$ cat src/rtl/ivc_pkg.sv
package ivc_pkg;

   // next-state selector for the global interrupt-enable flag
   typedef enum logic [1:0] {
      GIE_HOLD = 2'd0,
      GIE_CLR  = 2'd1,
      GIE_LOAD = 2'd2,
      GIE_SET  = 2'd3
   } gie_op_e;

endpackage

$ cat src/rtl/ivc_prio_enc.sv
module ivc_prio_enc #(
   parameter int NUM_SRC = 20,
   localparam int IDX_W  = (NUM_SRC > 1) ? $clog2(NUM_SRC) : 1
) (
   input  logic [NUM_SRC-1:0] pend,
   output logic               any,
   output logic [IDX_W-1:0]   idx,
   output logic [NUM_SRC-1:0] grant
);

   // isolate the lowest set bit: that is the one-hot winner
   assign grant = pend & (~pend + NUM_SRC'(1));
   assign any   = |pend;

   always_comb begin
      idx = '0;
      for (int i = NUM_SRC - 1; i >= 0; i--) begin
         if (pend[i]) idx = IDX_W'(i);
      end
   end

endmodule

$ cat src/rtl/ivc_vec_gen.sv
module ivc_vec_gen #(
   parameter int NUM_SRC  = 20,
   parameter int PC_W     = 16,
   parameter int VEC_BASE = 0,
   parameter int VEC_STEP = 2,
   localparam int IDX_W   = (NUM_SRC > 1) ? $clog2(NUM_SRC) : 1,
   localparam bit STEP_P2 = (VEC_STEP > 0) && ((VEC_STEP & (VEC_STEP - 1)) == 0),
   localparam int STEP_SH = (VEC_STEP > 1) ? $clog2(VEC_STEP) : 0
) (
   input  logic             is_rst,
   input  logic [IDX_W-1:0] idx,
   output logic [PC_W-1:0]  addr
);

   logic [PC_W-1:0] slot;
   logic [PC_W-1:0] offs;

   // slot 0 is reserved for reset; source bit i uses slot i+1
   assign slot = PC_W'(idx) + PC_W'(1);

   if (STEP_P2) begin : g_shift
      assign offs = slot << STEP_SH;
   end else begin : g_mult
      assign offs = PC_W'(slot * PC_W'(VEC_STEP));
   end

   assign addr = is_rst ? PC_W'(VEC_BASE) : PC_W'(VEC_BASE) + offs;

endmodule

$ cat src/rtl/ivc_flag_ctrl.sv
module ivc_flag_ctrl
   import ivc_pkg::*;
#(
   parameter int NUM_SRC = 20
) (
   input  logic               clk,
   input  logic               rst_n,
   input  logic               rst_req,
   input  logic               irq_taken,
   input  logic               en_wr,
   input  logic [NUM_SRC-1:0] en_wdata,
   input  logic               gie_wr,
   input  logic               gie_wdata,
   input  logic               reti,
   output logic [NUM_SRC-1:0] en_mask,
   output logic               gie
);

   gie_op_e gie_op;

   // precedence: reset, then entry, then explicit write, then return
   always_comb begin
      if (rst_req || irq_taken) gie_op = GIE_CLR;
      else if (gie_wr)          gie_op = GIE_LOAD;
      else if (reti)            gie_op = GIE_SET;
      else                      gie_op = GIE_HOLD;
   end

   always_ff @(posedge clk or negedge rst_n) begin
      if (!rst_n) begin
         en_mask <= '0;
      end else if (rst_req) begin
         en_mask <= '0;
      end else if (en_wr) begin
         en_mask <= en_wdata;
      end
   end

   always_ff @(posedge clk or negedge rst_n) begin
      if (!rst_n) begin
         gie <= 1'b0;
      end else begin
         unique case (gie_op)
            GIE_CLR:  gie <= 1'b0;
            GIE_LOAD: gie <= gie_wdata;
            GIE_SET:  gie <= 1'b1;
            default:  gie <= gie;
         endcase
      end
   end

endmodule

$ cat src/rtl/irq_vector_ctrl.sv
module irq_vector_ctrl #(
   parameter int NUM_SRC  = 20,
   parameter int PC_W     = 16,
   parameter int VEC_BASE = 0,
   parameter int VEC_STEP = 2,
   localparam int IDX_W   = (NUM_SRC > 1) ? $clog2(NUM_SRC) : 1,
   localparam longint TOP_ADDR = longint'(VEC_BASE) + longint'(NUM_SRC) * longint'(VEC_STEP)
) (
   input  logic               clk,
   input  logic               rst_n,
   input  logic               rst_req,
   input  logic [NUM_SRC-1:0] irq_req,
   input  logic               en_wr,
   input  logic [NUM_SRC-1:0] en_wdata,
   input  logic               gie_wr,
   input  logic               gie_wdata,
   input  logic               reti,
   input  logic               core_ready,
   output logic               take,
   output logic [PC_W-1:0]    vec_addr,
   output logic [NUM_SRC-1:0] irq_ack,
   output logic [NUM_SRC-1:0] en_mask,
   output logic               gie
);

   if (NUM_SRC < 1) begin : g_bad_nsrc
      $error("irq_vector_ctrl: NUM_SRC must be at least 1");
   end
   if (VEC_STEP < 1) begin : g_bad_step
      $error("irq_vector_ctrl: VEC_STEP must be at least 1");
   end
   if (PC_W < 2 || PC_W > 32 || TOP_ADDR >= (longint'(1) << PC_W)) begin : g_bad_pcw
      $error("irq_vector_ctrl: vector table does not fit in PC_W bits");
   end

   logic [NUM_SRC-1:0] pend;
   logic               pend_any;
   logic [IDX_W-1:0]   win_idx;
   logic [NUM_SRC-1:0] win_oh;
   logic [PC_W-1:0]    win_addr;
   logic               irq_go;
   logic               take_go;

   assign pend    = irq_req & en_mask;
   assign irq_go  = core_ready & gie & pend_any & ~rst_req;
   assign take_go = rst_req | irq_go;

   ivc_prio_enc #(.NUM_SRC(NUM_SRC)) u_prio (
      .pend  (pend),
      .any   (pend_any),
      .idx   (win_idx),
      .grant (win_oh)
   );

   ivc_vec_gen #(
      .NUM_SRC  (NUM_SRC),
      .PC_W     (PC_W),
      .VEC_BASE (VEC_BASE),
      .VEC_STEP (VEC_STEP)
   ) u_vec (
      .is_rst (rst_req),
      .idx    (win_idx),
      .addr   (win_addr)
   );

   ivc_flag_ctrl #(.NUM_SRC(NUM_SRC)) u_flags (
      .clk       (clk),
      .rst_n     (rst_n),
      .rst_req   (rst_req),
      .irq_taken (irq_go),
      .en_wr     (en_wr),
      .en_wdata  (en_wdata),
      .gie_wr    (gie_wr),
      .gie_wdata (gie_wdata),
      .reti      (reti),
      .en_mask   (en_mask),
      .gie       (gie)
   );

   always_ff @(posedge clk or negedge rst_n) begin
      if (!rst_n) begin
         take     <= 1'b0;
         vec_addr <= '0;
         irq_ack  <= '0;
      end else begin
         take    <= take_go;
         irq_ack <= irq_go ? win_oh : '0;
         if (take_go) vec_addr <= win_addr;
      end
   end

endmodule

$ cat config.mk
export PLATFORM = sky130hd
export DESIGN_NAME = irq_vector_ctrl
export DESIGN_NICKNAME = d
export VERILOG_FILES = /design/src/rtl/ivc_pkg.sv /design/src/rtl/ivc_prio_enc.sv /design/src/rtl/ivc_vec_gen.sv /design/src/rtl/ivc_flag_ctrl.sv /design/src/rtl/irq_vector_ctrl.sv
export SDC_FILE = /design/constraint.sdc
export NUM_CORES = 1
export LEC_CHECK = 0
export BUFFER_PORTS_ARGS = -buffer_cell sky130_fd_sc_hd__buf_2
export CAP_MARGIN = 20
export CORE_MARGIN = 2
export CORE_UTILIZATION = 50
export CTS_BUF_LIST = sky130_fd_sc_hd__clkbuf_16
export DETAILED_ROUTE_END_ITERATION = 10
export GPL_TIMING_DRIVEN = 0
export PLACE_DENSITY = 0.88
export SYNTH_ARGS = -nofsm -noshare
export SYNTH_HDL_FRONTEND = slang
export SYNTH_HIERARCHICAL = 1
export SYNTH_SLANG_ARGS = --single-unit
$ cat constraint.sdc
create_clock -name clk -period 3 [get_ports clk]
set_input_delay 0.6 -clock clk [delete_from_list [all_inputs] [get_ports clk]]
set_output_delay 0.6 -clock clk [all_outputs]
set_load 0.01 [all_outputs]
==> results of run 1 <==
[power groups by stage]
stage	Combinational, mW	Clock, mW	Sequential [mW]
2_1_floorplan	0.191	0	0.890
3_3_place_gp	0.330	0	0.868
3_5_place_dp	0.348	0	0.871
4_1_cts	0.353	1.04	0.859
5_1_grt	0.389	1.08	0.864
6_report	0.355	1.02	0.859
[final cells by class]
type                            count  area, sq um  share of cell area [%]
Buffer                             18          141                    3.66
Clock buffer                        9          225                    5.83
Clock inverter                      6         75.1                    1.94
Inverter                            7         26.3                   0.680
Multi-Input combinational cell    184         1320                    34.0
Sequential cell                    58         1450                    37.5
Tap cell                           72         90.1                    2.33
Timing Repair Buffer              105          541                    14.0
[metrics by stage]
stage	cell area [sq um]	cells	utilization [%]	worst slack (ns)
2_1_floorplan	2930	267	-	0.208
3_3_place_gp	3540	443	63.9	-0.275
3_5_place_dp	3560	444	64.3	-0.310
4_1_cts	3860	459	69.7	0.107
5_1_grt	3870	459	69.8	0.212
6_report	3870	459	69.8	0.357
[sequential cells by signal (all words and copies together) (netlist names)]
name             count
take                 1
u_flags/gie          1
u_flags/en_mask     20
irq_ack             20
vec_addr            16
[cell usage in the layout, fill, tap and decap left out, drive strengths merged, types with 2 or more instances in the layout]
cell type    n
nor4         5
a31oi        3
mux2        17
clkinv       2
nor3b        4
nor2b        3
a21oi        3
dfrtp       58
and3b        2
nor2        37
inv          9
and2        43
o21ai        2
nor4b        2
mux2i       21
and4b        3
and3         2
conb        10
nand2        5
bufinv       2
nor3         3
buf        120
a2111oi      2
nand2b       2
clkbuf      12
nand3        3
[worst max-delay path by stage]
stage	end	slack, ns	cells past startpoint
6_report	vec_addr[5]	0.36	9
3_3_place_gp	vec_addr[5]	-0.28	10
3_5_place_dp	vec_addr[5]	-0.31	10
5_1_grt	u_flags/gie	0.21	8
4_1_cts	vec_addr[5]	0.11	9
2_1_floorplan	vec_addr[5]	0.21	9
[per-layer routing]
metal | vias to the layer above | global-route usage [%]
li1 | 1106 | -
met1 | 1086 | 26.6
met2 | 92 | 37.5
met3 | 8 | 4.83
met4 | 0 | 9.66
met5 | - | 0
[worst register-to-register path, stage by stage (launching register included)]
cell and delay, ns:
dfrtp_1 0.39, and2_1 0.23, nor2_1 0.21, o31ai_1 0.10, a31o_2 0.24, a2111oi_2 0.52, ha_1 0.29, nand3_1 0.11
mux2i_1 0.16, mux2_2 0.27
[kinds of logic after synthesis]
family	after synthesis	share of synthesized area [%]
AOI/OAI and AO/OA	15	4.11
xor gates and xnor gates	1	0.303
adders and majority gates	1	0.432
buffers and inverters	25	5.79
DFF	58	50.1
muxes	38	15.2
other	1	0.130
and+or+nand+nor	119	23.9
[what timing repair did]
item,4_1_cts,5_1_grt
setup buffers,0,0
resized for setup,1,1
setup endpoints to repair,4,1
==> flow_summary.toml, run 1 <==
[grt]
grt_pass1_vias = 2324
grt_max_degree = 31
grt_overflow = 0
grt_use_total_pct = 22.0
grt_pass1_wl_mm = 10.6
antenna_found_initial = 0

[power]
p_int_mw = 1.71
pwr-share-seq_pct = 38.5
p_sw_mw = 0.523
powerDensity_nw_per_um2 = 578
switching_share_pct = 23.4
p_clk_share_pct = 45.7
p_leak_nw = 2.12
ir_drop_uv = 421
finalPower_mw = 2.23
combPwrFrac_pct = 15.9

[die]
die_x_um = 80.1
die_h_um = 80.1
initial_utilization_pct = 52.3
row_count = 27
die-area_sq_um = 6420
core_region_area_sq_um = 5540
pin_count = 106

[synth]
yosysMostFrequentCell = "dfrtp_1"
yosysTopAreaCellShare_pct = 50.1
synth_edf_count = 0
ys_seq_area_share_pct = 50.1
yosys-top-cells-count = "dfrtp_1 (58), and2_1 (43), nor2_1 (37)"
yosysWarnings = 6
yosysUniqueCellTypes = 45
netlist_area_sq_um = 2900
synth_cells = 258
synth_top_area_cell = "dfrtp_1"
synth-main-ff-cell = "dfrtp_1"
synthArstFlopShare_pct = 100
synth.area.top_cells = "dfrtp_1 (50%), and2_1 (9.3%), mux2i_1 (7.3%)"
syn_area_per_cell_sq_um = 11.2
ys_ff_latch = 58

[critical_path]
critPathMaxFanout = 5
rr_worst_depth = 9
worstPathRequired_ns = 3.19
critPathTopFamily = "compound AO/OA/AOI/OAI gates"
worstReg2RegStart = "u_flags/en_mask[9]"
crit_path_max_incr_delay_ns = 0.52
r2r_end = "vec_addr[5]"
worstSetupStartpointType = "flop"
cp_num_buf_inv = 0
startpoint = "u_flags/en_mask[9]"
critPathKind = "flop to flop"
cp-end-kind = "flop"
path_cells = "and2_1 > nor2_1 > o31ai_1 > a31o_2 > a2111oi_2 > ha_1 > nand3_1 > mux2i_1 > mux2_2"
rrSetupSlack_ns = 0.36
worst_ep_arrival_time_ns = 2.83
slowest_stage = "a2111oi_2"

[finish]
synthToLayoutAreaGrowth_pct = 33.5
antenna_cells = 0
nets = 432
drive_gt1_share_pct = 40.3
fillCellCount = 455

[sta]
final_max_slew_viol_count = 0
setup_viol = 0
fin_hold_ws_ns = 0.319
rsz0062_at_grt = "no"
fin_crit_ns = 2.64
timing_hold_violations_final = 0
timing.final.crit_share_pct = 88.1
maxSlewHeadroom_pct = 55.5
worstMarginPinSlew_ns = 0.667
fin_skew_ns = 0.00466
fmaxAchievable_ghz = 0.378
setup_tns_ns = 0

[clock_network]
cts_max_level = 3
clk_pin_slew_ns = 0.05
cts_inserted_buffers = 9
cts_root_buf = "clkbuf_16"
cts_tree = "yes"
clk_latency_ns = 0.31
cts_max_path_buffers = 2
cts_hold_buf = 0
cts.sinks = 58

[routing]
highest_layer = "met4"
route.met2.wl_mm = 3.23
via_count = 2292
dr_wl_met3_um = 425
antenna_left = 0
routed_wl_mm = 6.50
route.detailed.drc = 0
via_per_inst = 4.99
wl_per_cell_um = 14.2
wl_met1_mm = 2.77
dr.pass1.iters = 4
drt_iter0_markers = 87

[worst_hold_path]
hold_class = "input pin to asynchronous set/reset pin"

[place]
port_buffers = 104
gp_congestion = 0.802
dp_hpwl_mm = 4.98

[job]
drv_cap = 0

[outcome]
status = "finished, final reports clean"
Note: power is estimated with default switching activity, not from simulation.
==> run 2: changes to the inputs <==
--- a/config.mk
+++ b/config.mk
@@ -7,12 +7,13 @@
 export LEC_CHECK = 0
 export BUFFER_PORTS_ARGS = -buffer_cell sky130_fd_sc_hd__buf_2
 export CAP_MARGIN = 20
-export CORE_MARGIN = 2
+export CORE_MARGIN = 4
 export CORE_UTILIZATION = 50
 export CTS_BUF_LIST = sky130_fd_sc_hd__clkbuf_16
 export DETAILED_ROUTE_END_ITERATION = 10
 export GPL_TIMING_DRIVEN = 0
 export PLACE_DENSITY = 0.88
+export REMOVE_ABC_BUFFERS = 1
 export SYNTH_ARGS = -nofsm -noshare
 export SYNTH_HDL_FRONTEND = slang
 export SYNTH_HIERARCHICAL = 1
==> flow_summary.toml, run 2 (synthesis results as in run 1) <==
[critical_path]
r2r_end = "vec_addr[2]"
cp-end-kind = "flop"
critPathMaxFanout = 17
worstPathRequired_ns = 3.19
rrSetupSlack_ns = 0.23
worstSetupStartpointType = "input pin"
critPathKind = "input pin to flop"
rr_worst_depth = 7
worstReg2RegStart = "u_flags/en_mask[3]"
worst_ep_arrival_time_ns = 2.97

[clock_network]
cts_inserted_buffers = 9
cts_root_buf = "clkbuf_16"
cts_max_level = 3
clk_latency_ns = 0.31
cts_max_path_buffers = 2
cts_tree = "yes"
cts_hold_buf = 0
postCtsResizedCells = 0
cts_setup_buffers = 0
cts.sinks = 58
clk_pin_slew_ns = 0.05

[routing]
dr.pass1.iters = 5
wl_per_cell_um = 14.4
routed_wl_mm = 6.39
via_per_inst = 4.92
antenna_left = 0
route.detailed.drc = 0
drt_iter0_markers = 96
via_count = 2179

[sta]
setup_viol = 0
fin_skew_ns = 0.00945
fin_crit_ns = 2.78
timing.final.crit_share_pct = 92.6
worstMarginPinSlew_ns = 0.717
timing_hold_violations_final = 0
fmaxAchievable_ghz = 0.360
final_max_slew_viol_count = 0
maxSlewHeadroom_pct = 52.1
fin_hold_ws_ns = 0.302
setup_tns_ns = 0
rsz0062_at_grt = "no"

[grt]
grt_max_degree = 31
met3_usage_pct = 4.34
use_met2_pct = 30.2
grt_pass1_vias = 2221
antenna_found_initial = 0
grt_overflow = 0
grt_use_total_pct = 19.1
use_met1_pct = 24.1
grt_pass1_wl_mm = 10.6
grt-busiest-layer = "met2"

[finish]
most-common-layout-cells = "buf_2 (105), dfrtp_1 (58), and2_1 (43)"
fin_util_pct = 66.4
nets = 415
synthToLayoutAreaGrowth_pct = 27.9
drive_gt1_share_pct = 38.0
fillCellCount = 468
final_common_cell = "buf_2"
antenna_cells = 0
top_regs = "irq_ack x20, u_flags/en_mask x20, vec_addr x16"
fin_cells = 443

[die]
row_count = 27
core_region_area_sq_um = 5570
die_x_um = 84.1
initial_utilization_pct = 51.9
die_h_um = 84.1
pin_count = 106
die-area_sq_um = 7070

[place]
gp_congestion = 0.846
dp_hpwl_mm = 4.94
port_buffers = 105
dp_cells = 427

[power]
p_leak_nw = 2.02
powerDensity_nw_per_um2 = 572
ir_drop_uv = 393

[outcome]
status = "finished, final reports clean"

[job]
drv_cap = 0

[worst_hold_path]
hold_class = "input pin to asynchronous set/reset pin"
[run 2: area by class of cell]
cell class / count / area, sq um / share of cell area (%)
Timing Repair Buffer: 106 / 546 / 14.7
Tap cell: 72 / 90.1 / 2.43
Sequential cell: 58 / 1450 / 39.2
Inverter: 7 / 26.3 / 0.709
Clock buffer: 9 / 225 / 6.08
Multi-Input combinational cell: 184 / 1310 / 35.4
Clock inverter: 7 / 53.8 / 1.45
[run 2: worst max path at each step]
| stage | from | cells past startpoint | endpoint |
|---|---|---|---|
| 6_report | irq_req[3] | 8 | vec_addr[2] |
| 5_1_grt | u_flags/en_mask[12] | 9 | vec_addr[5] |
| 4_1_cts | u_flags/en_mask[12] | 9 | vec_addr[5] |
| 3_5_place_dp | irq_req[13] | 10 | vec_addr[5] |
| 3_3_place_gp | irq_req[13] | 10 | vec_addr[5] |
| 2_1_floorplan | irq_req[13] | 9 | vec_addr[5] |
[run 2: power breakdown]
part	internal [mW]	switching, mW
Sequential	0.831	0.0278
Combinational	0.155	0.178
Clock	0.623	0.306
[run 2: routing by layer]
layer	wire length (um)	share of wire (%)
met1	2750	43
met3	376	5.9
met2	3090	48
met5	0	0
met4	173	2.7
[run 2: stage by stage]
stage          area [sq um]  setup WS [ns]  power [mW]
2_1_floorplan          2790          0.208        1.06
3_3_place_gp           3400         -0.133        1.18
3_5_place_dp           3420         -0.197        1.20
4_1_cts                3700          0.128        2.14
5_1_grt                3700         0.0394        2.22
6_report               3700          0.221        2.12
[run 2: worst max-delay path, cell delays in order]
cell and delay, ns:
buf_2 0.10, and2_1 0.24, nor4_4 0.38, and4_4 0.31
and2b_2 0.20, nand2_1 0.13, a31oi_4 0.60, mux2_2 0.41
